<file path="src/rtl/sbp_pkg.sv">
// Package: shared types for the static branch predictor.
// Assumes a 2-bit hint encoding supplied by the decoder.
package sbp_pkg;

    // Compiler hint field encoding.
    typedef enum logic [1:0] {
        HINT_NONE      = 2'b00,
        HINT_LIKELY    = 2'b01,
        HINT_UNLIKELY  = 2'b10,
        HINT_RESERVED  = 2'b11
    } hint_e;

endpackage

</file>
<file path="src/rtl/sbp_dir_decide.sv">
// Module: sbp_dir_decide
// Combinational direction rule. Unconditional branches are taken; a hint
// overrides the address rule for conditional branches; otherwise a target
// at or below the branch address is taken. Assumes unsigned addresses.
module sbp_dir_decide
    import sbp_pkg::*;
#(
    parameter int ADDR_W = 32
) (
    input  logic              uncond,
    input  logic [ADDR_W-1:0] pc,
    input  logic [ADDR_W-1:0] target,
    input  logic [1:0]        hint,
    output logic              taken
);

    logic backward;

    // Backward when target does not lie beyond the branch itself.
    always_comb backward = (target <= pc);

    // Priority: unconditional, then hint, then address direction.
    always_comb begin
        if (uncond) begin
            taken = 1'b1;
        end else begin
            case (hint_e'(hint))
                HINT_LIKELY:   taken = 1'b1;
                HINT_UNLIKELY: taken = 1'b0;
                default:       taken = backward;
            endcase
        end
    end

endmodule

</file>
<file path="src/rtl/sbp_next_addr.sv">
// Module: sbp_next_addr
// Chooses the next fetch address: branch target when predicted taken,
// otherwise the sequential word after the branch. Assumes fixed-size
// instructions of INSN_BYTES bytes.
module sbp_next_addr #(
    parameter int ADDR_W     = 32,
    parameter int INSN_BYTES = 4
) (
    input  logic [ADDR_W-1:0] pc,
    input  logic [ADDR_W-1:0] target,
    input  logic              taken,
    output logic [ADDR_W-1:0] next_pc
);

    localparam logic [ADDR_W-1:0] STEP = ADDR_W'(INSN_BYTES);

    // Select redirect or fall-through address.
    always_comb next_pc = taken ? target : (pc + STEP);

endmodule

</file>
<file path="src/rtl/sbp_miss_counter.sv">
// Module: sbp_miss_counter
// Counts resolved branches whose actual direction differs from the
// registered prediction. Saturates at all ones. Assumes the resolve
// refers to the prediction currently held on pred_taken.
module sbp_miss_counter #(
    parameter int CNT_W = 8
) (
    input  logic             clk,
    input  logic             rst_n,
    input  logic             res_valid,
    input  logic             res_taken,
    input  logic             pred_taken,
    output logic [CNT_W-1:0] count
);

    localparam logic [CNT_W-1:0] CNT_MAX = {CNT_W{1'b1}};

    logic miss;

    // A miss is a resolved outcome that disagrees with the prediction.
    always_comb miss = res_valid && (res_taken != pred_taken);

    // Saturating increment on each miss.
    always_ff @(posedge clk) begin
        if (!rst_n) begin
            count <= '0;
        end else if (miss && (count != CNT_MAX)) begin
            count <= count + 1'b1;
        end
    end

    assert_miss_increments_R8: assert property (@(posedge clk) disable iff (!rst_n)
        (res_valid && (res_taken != pred_taken) && (count != CNT_MAX))
        |=> (count == $past(count) + 1'b1));

    assert_no_count_when_idle_R8: assert property (@(posedge clk) disable iff (!rst_n)
        (!res_valid || (res_taken == pred_taken)) |=> $stable(count));

    assert_saturates_R9: assert property (@(posedge clk) disable iff (!rst_n)
        (count == CNT_MAX) |=> (count == CNT_MAX));

endmodule

</file>
<file path="src/rtl/static_branch_predictor.sv">
// Module: static_branch_predictor
// Top level. Registers the static direction decision and the next fetch
// address one clock after a branch strobe, and tracks mispredictions.
// Assumes the branch target is already computed by the decoder.
module static_branch_predictor #(
    parameter int ADDR_W     = 32,
    parameter int INSN_BYTES = 4,
    parameter int CNT_W      = 8
) (
    input  logic              clk,
    input  logic              rst_n,
    input  logic              br_valid,
    input  logic              br_uncond,
    input  logic [ADDR_W-1:0] br_pc,
    input  logic [ADDR_W-1:0] br_target,
    input  logic [1:0]        br_hint,
    output logic              pred_valid,
    output logic              pred_taken,
    output logic [ADDR_W-1:0] fetch_pc,
    input  logic              res_valid,
    input  logic              res_taken,
    output logic [CNT_W-1:0]  miss_count
);

    logic              dec_taken;
    logic [ADDR_W-1:0] dec_next;

    sbp_dir_decide #(.ADDR_W(ADDR_W)) u_dir (
        .uncond (br_uncond),
        .pc     (br_pc),
        .target (br_target),
        .hint   (br_hint),
        .taken  (dec_taken)
    );

    sbp_next_addr #(.ADDR_W(ADDR_W), .INSN_BYTES(INSN_BYTES)) u_addr (
        .pc      (br_pc),
        .target  (br_target),
        .taken   (dec_taken),
        .next_pc (dec_next)
    );

    // Capture the prediction when a branch is presented; hold otherwise.
    always_ff @(posedge clk) begin
        if (!rst_n) begin
            pred_valid <= 1'b0;
            pred_taken <= 1'b0;
            fetch_pc   <= '0;
        end else begin
            pred_valid <= br_valid;
            if (br_valid) begin
                pred_taken <= dec_taken;
                fetch_pc   <= dec_next;
            end
        end
    end

    sbp_miss_counter #(.CNT_W(CNT_W)) u_miss (
        .clk        (clk),
        .rst_n      (rst_n),
        .res_valid  (res_valid),
        .res_taken  (res_taken),
        .pred_taken (pred_taken),
        .count      (miss_count)
    );

    assert_uncond_taken_R1: assert property (@(posedge clk) disable iff (!rst_n)
        (br_valid && br_uncond) |=> pred_taken);

    assert_hint_likely_R4: assert property (@(posedge clk) disable iff (!rst_n)
        (br_valid && !br_uncond && (br_hint == 2'b01)) |=> pred_taken);

    assert_hint_unlikely_R4: assert property (@(posedge clk) disable iff (!rst_n)
        (br_valid && !br_uncond && (br_hint == 2'b10)) |=> !pred_taken);

    assert_fetch_address_R6: assert property (@(posedge clk) disable iff (!rst_n)
        br_valid |=> (pred_valid &&
            (fetch_pc == (pred_taken ? $past(br_target)
                                     : $past(br_pc) + ADDR_W'(INSN_BYTES)))));

    assert_idle_holds_R7: assert property (@(posedge clk) disable iff (!rst_n)
        !br_valid |=> (!pred_valid && $stable(pred_taken) && $stable(fetch_pc)));

endmodule

</file>
<file path="config.mk">
export PLATFORM = sky130hd
export DESIGN_NAME = static_branch_predictor
export DESIGN_NICKNAME = d
export VERILOG_FILES = /design/src/rtl/sbp_pkg.sv /design/src/rtl/sbp_dir_decide.sv /design/src/rtl/sbp_next_addr.sv /design/src/rtl/sbp_miss_counter.sv /design/src/rtl/static_branch_predictor.sv
export SDC_FILE = /design/constraint.sdc
export NUM_CORES = 1
export LEC_CHECK = 0
export ABC_CLOCK_PERIOD_IN_PS = 5900
export CAP_MARGIN = 20
export CORE_ASPECT_RATIO = 0.6
export CORE_MARGIN = 2
export CORE_UTILIZATION = 50
export CTS_BUF_LIST = sky130_fd_sc_hd__clkbuf_4 sky130_fd_sc_hd__clkbuf_8 sky130_fd_sc_hd__clkbuf_16
export DETAILED_ROUTE_END_ITERATION = 12
export DONT_BUFFER_PORTS = 1
export PLACE_DENSITY = 0.74
export REMOVE_ABC_BUFFERS = 1
export SLEW_MARGIN = 0
export SYNTH_ARGS = -nofsm -noshare
export SYNTH_HDL_FRONTEND = slang
export SYNTH_SLANG_ARGS = --single-unit
</file>
<file path="constraint.sdc">
create_clock -name clk -period 5.9 [get_ports clk]
set_input_delay 0.59 -clock clk [delete_from_list [all_inputs] [get_ports clk]]
set_output_delay 0.59 -clock clk [all_outputs]
set_load 0.01 [all_outputs]
</file>
; Yosys cells after proc, flatten, opt, wreduce, memory -nomap -nowiden
; Index checks and enable logic that the tools add are counted.
[word_totals]
mem_count = 0
rom_bits = 0
ramBits = 0
elab_cells = 16
latchBits = 0
input_bits = 72
reg_bits = 42
[op_classes]
mux = 3
order_cmp = 1
n_mul = 0
bitwise = 0
n_shift = 0
n_div = 0
n_addsub = 2
n_eq_ne = 4
n_reduce_logical = 2
[ops]
columns = op, n
row1 = $add A32 B3 Y32 const B, 1
row2 = $le A32 B32 Y1, 1
row3 = $mux W32, 1
row4 = $add A8 B1 Y8 const B, 1
row5 = $ne A8 B8 Y1 const B, 1
row6 = $eq A2 B1 Y1 const B, 1
row7 = $eq A2 B2 Y1 const B, 1
row8 = $logic_and A1 B1 Y1, 2
row9 = $pmux W1 S2, 1
row10 = $mux W1, 1
row11 = $ne A1 B1 Y1, 1

; Longest topological paths before layout
[logic_depth]
ltp_word = 4
depth_mapped = 9

; Cells and area by module
; From an unflattened synthesis, not the netlist that was laid out.
[hier_totals]
cells_unflattened = 436
hier_area_um2 = 3601.0
[modules_own_cells]
columns = module, cells_each, n_inst, area_each_um2, seq_area_each_um2
row1 = static_branch_predictor, 108, 1, 1306.3, 680.7
row2 = sbp_next_addr, 163, 1, 1013.5, 0.0
row3 = sbp_dir_decide, 121, 1, 879.6, 0.0
row4 = sbp_miss_counter, 44, 1, 401.6, 160.2

; Least setup slack after synthesis
; No wires, ideal clock.
[synth_path]
kind = input to register
startpoint = input port br_pc[30]
endpoint = register fetch_pc[10]
cell_stages = 9
path_buffers = 1
t_arrival_ns = 2.476
path_slack_ns = 3.302
setup_time_ns = 0.122
path_cell_list = inv_1 -> ha_1 -> nand4_1 -> or4_1 -> o21ai_1 -> a31o_2 -> nand2_1 -> buf_2 -> a221o_1
[synth_via]
elab_chain_cells = 4
[synth_rtl]
columns = item, line_no
row1 = start: declaration, static_branch_predictor.sv:14  ; input logic [ADDR_W-1:0] br_pc,
row2 = $le A32 B32 Y1, sbp_dir_decide.sv:20  ; always_comb backward = (target <= pc);
row3 = $pmux W1 S2, sbp_dir_decide.sv:27  ; case (hint_e'(hint))
row4 = $mux W1, sbp_dir_decide.sv:24  ; if (uncond) begin
row5 = $mux W32, sbp_next_addr.sv:18  ; always_comb next_pc = taken ? target : (pc + STEP);
row6 = end signal: assignment, static_branch_predictor.sv:53  ; fetch_pc <= dec_next;
row7 = end: declaration, static_branch_predictor.sv:19  ; output logic [ADDR_W-1:0] fetch_pc,
; Every way passes these cells.
; A chain may end at the register's enable or synchronous reset.

; Worst setup path in the final report
[layout_path]
startpoint = input port br_pc[13]
endpoint = register fetch_pc[11]
; The elaborated chain is that of the path after synthesis.

==> summary.md <==
| Metric | Value |
|---|---|
| Vias per inst | around 6.3 |
| Initial antenna violation count | 0 |
| Reg power frac | between 40% and 50% |
| TritonRoute pass-1 iters | 4 |
| Routability cong. | about 0.93 |
| Fmax | 0.3198 GHz |
| Global-route wire length before repair | between 15 and 20 mm |
| Final HPWL from detailed placement | between 7 and 8 mm |
| Largest net degree at the start of global routing | 33 |
| DR WL/cell | slightly below 20 um |
| Mapped Cells | ~430 |
| Placement Rows | 22 |
| Worst setup path endpoint | fetch_pc[11]$_SDFFE_PN0P_ |
| Post-synth EDFFs | 0 |
| Ports | around 110 |
| CORE AREA | 6193 um^2 |
| Status | completed |
| Post-route minimum period | 3127 ps |
| H-tree Lvls | 2 |
| Internal Power | 545.7 uW |
| Syn Std Cell Area | about 3300 um^2 |
| P per Cell Area | between 200 and 250 nW/um^2 |
| Vias in the first global route | slightly below 3k |
| Pre-CTS WS | 2527 ps |
| Area grow syn2layout | 6.039% |
| Leak Pwr | approximately 0.0014 uW |
| Slew Limit Headroom | between 40 and 50% |
| Reg2reg setup slack | 4110 ps |
| Final Instance Area | around 3400 um^2 |
| Final nets | about 520 |
| CP arrival | roughly 3300 ps |
| Psw | 229.7 uW |
| Worst Slack Setup Final | 2773 ps |
| Syn_area_per_cell | 7.601 um^2 |
| Clock Tree Buf Depth | 2 |
| Post-CTS Resized | 0 |
| Violation count after the first detailed-route iteration | between 200 and 250 |
| Post-Layout Cell Count | 501 |
| Antenna diodes | 0 |
| Max VDD drop | approximately 0.00010 V |
| Worst hold margin | between 300 and 400 ps |
| Async set-reset flop share out of synthesis | 0% |
| Combinational power share | approximately a fifth |
| Min-Delay Path Class | input port to register |
| # placed instances | 493 |
| Critical path class | input port to register |
| Initial Util | 52.53% |
| Endpoints failing setup | 0 |
| YS warnings | 0 |
| Tot GR Track Use | between 20% and 30% |
| Fin crit share | between 50% and 60% |
| MaxCap Viol Count | 0 |
| Via Count | roughly 3.2k |
| Critical Path Sink Type | register |
| Drt drc | 0 |
| CP Max Fanout | 23 |
| Unique masters post-synth | 37 |
| CTS clk-pin slew, worst paths | approximately 90 ps |
| Clock power share | approximately two fifths |
| R2r startpoint | u_miss.count[0]$_SDFFE_PN0P_ |
| Sequential area share after synthesis | between 20% and 30% |
| WL final | around 9.7 mm |
| Final Hold Violating Endpoints | 0 |
| Slew of the pin with the lowest slew margin | 758.7 ps |
| Antenna Nets Post-Route | 0 |
| Die Footprint | just over 7000 um^2 |
| Setup tns final | 0 ps |
| Area post-placement | 3307 um^2 |
| Die Width | 108.1 um |
| Num CTS Buffers | 5 |
| Worst R2R End | u_miss.count[5]$_SDFFE_PN0P_ |
| Die Y | around 66 um |
| Fraction of layout cells with a size suffix above 1 | 4.317% |
| Register bit total from synthesis | 42 |
| CP Launch Type | input port |
| Worst Setup SP | br_pc[13] |
| TritonCTS clock tree | done |
| Worst EP required | roughly 6100 ps |
| Remaining global-route overflow | 0 |
| CTS Root Cell | clkbuf_8 |
| Fin. max-slew vios | 0 |
| PortBufs | 0 |
| # Post-CTS Setup Buffers | 0 |
| CTS Hold Bufs | 0 |
| Unrepaired setup endpoints after global routing | false |
| Ys flop type | dfxtp_1 |
| Sink Count | 42 |
| Clock Latency Late Sink | 300 ps |
| Switching Fraction | ~30% |
| Worst Skew | 1.384 ps |
| FF-to-FF path depth | 6 |
[synth_stat cells (all sizes together) (15+ instances only)]
library cell,number,area (um^2)
xnor2,29,254.0
nor3,42,210.2
nand2,42,157.7
a21oi,33,165.2
ha,35,437.9
o21ai,19,95.09
o31ai,17,127.6
nand3,17,90.09
dfxtp,42,840.8
inv,36,135.1
nand4,17,106.4
clkbuf,15,56.30
[cell type report]
| class | instances | area, um^2 |
|---|---|---|
| repair buffers | 4 | 30.03 |
| multi-input cells | 327 | 2196 |
| clock inverters | 2 | 60.06 |
| fillers | 615 | 2744 |
| clock buffers | 6 | 82.58 |
| well taps | 84 | 105.1 |
| flip-flops and latches | 42 | 840.8 |
| inverters | 36 | 135.1 |
[registers in the layout, indices dropped and copies added (netlist names)]
signal	flops
pred_taken	1
fetch_pc	32
u_miss.count	8
pred_valid	1
[cell families (layout without fill, tap and decap cells)]
group,Yosys count,count (layout),synth area share (%)
simple gates,161,161,25.15
compound gates,99,99,19.77
buf+inv,59,48,7.115
flops,42,42,25.85
fa+ha+maj,35,35,13.46
xor+xnor,31,31,8.346
mux,1,1,0.3077
[how the worst min path moves through the flow]
| stage | startpoint | endpoint | cells past startpoint | slack [ps] |
|---|---|---|---|---|
| after floorplan | fetch_pc[15]$_SDFFE_PN0P_ | fetch_pc[15]$_SDFFE_PN0P_ | 2 | 480 |
| after global placement | fetch_pc[27]$_SDFFE_PN0P_ | fetch_pc[27]$_SDFFE_PN0P_ | 2 | 490 |
| after detailed placement | fetch_pc[30]$_SDFFE_PN0P_ | fetch_pc[30]$_SDFFE_PN0P_ | 2 | 500 |
| after CTS | br_valid | fetch_pc[2]$_SDFFE_PN0P_ | 1 | 380 |
| after global routing | br_valid | fetch_pc[2]$_SDFFE_PN0P_ | 1 | 370 |
| final | br_valid | fetch_pc[3]$_SDFFE_PN0P_ | 1 | 380 |
[metal layers]
layer,wire [um],up-vias,GRT usage [%]
met2,3975,140,40.09
met5,0,-,0
li1,-,1539,-
met1,4400,1473,38.25
met4,98,0,5.128
met3,1205,11,9.687
[power by group through the flow]
stage	Sequential [uW]	Combinational [uW]	Clock, uW
after floorplan	333	111	0
after global placement	338	140	0
after detailed placement	338	145	0
after CTS	332	146	298
after global routing	334	166	310
final	331	148	296
[cells in the final DEF, fill, tap and decap left out, drive strengths merged, types with 2 or more instances in the layout]
cell type,count
nand2,42
nor3,42
dfxtp,42
inv,36
ha,35
a21oi,33
xnor2,29
o21ai,19
nand4,17
o31ai,17
nand3,17
nor2,11
a221o,11
nor4,10
a31oi,7
clkbuf,6
and2,5
or4,4
or3,4
buf,4
nor2b,4
a21boi,3
and4,3
a31o,2
xor2,2
bufinv,2
[worst max-delay path, cell delays in order]
cell,delay (ps)
inv_1,60
ha_1,310
nand4_1,160
or4_1,550
a31oi_1,270
a31o_2,500
nand2_1,430
a221o_1,440
[metrics by stage]
step,power (uW),utilization (%)
after global placement,478.1,53.39
after detailed placement,483.2,53.39
after global routing,810.6,55.70
final,775.4,55.70
after CTS,775.8,55.70
after floorplan,443.3,-
Note: power is estimated with default switching activity, not from simulation.
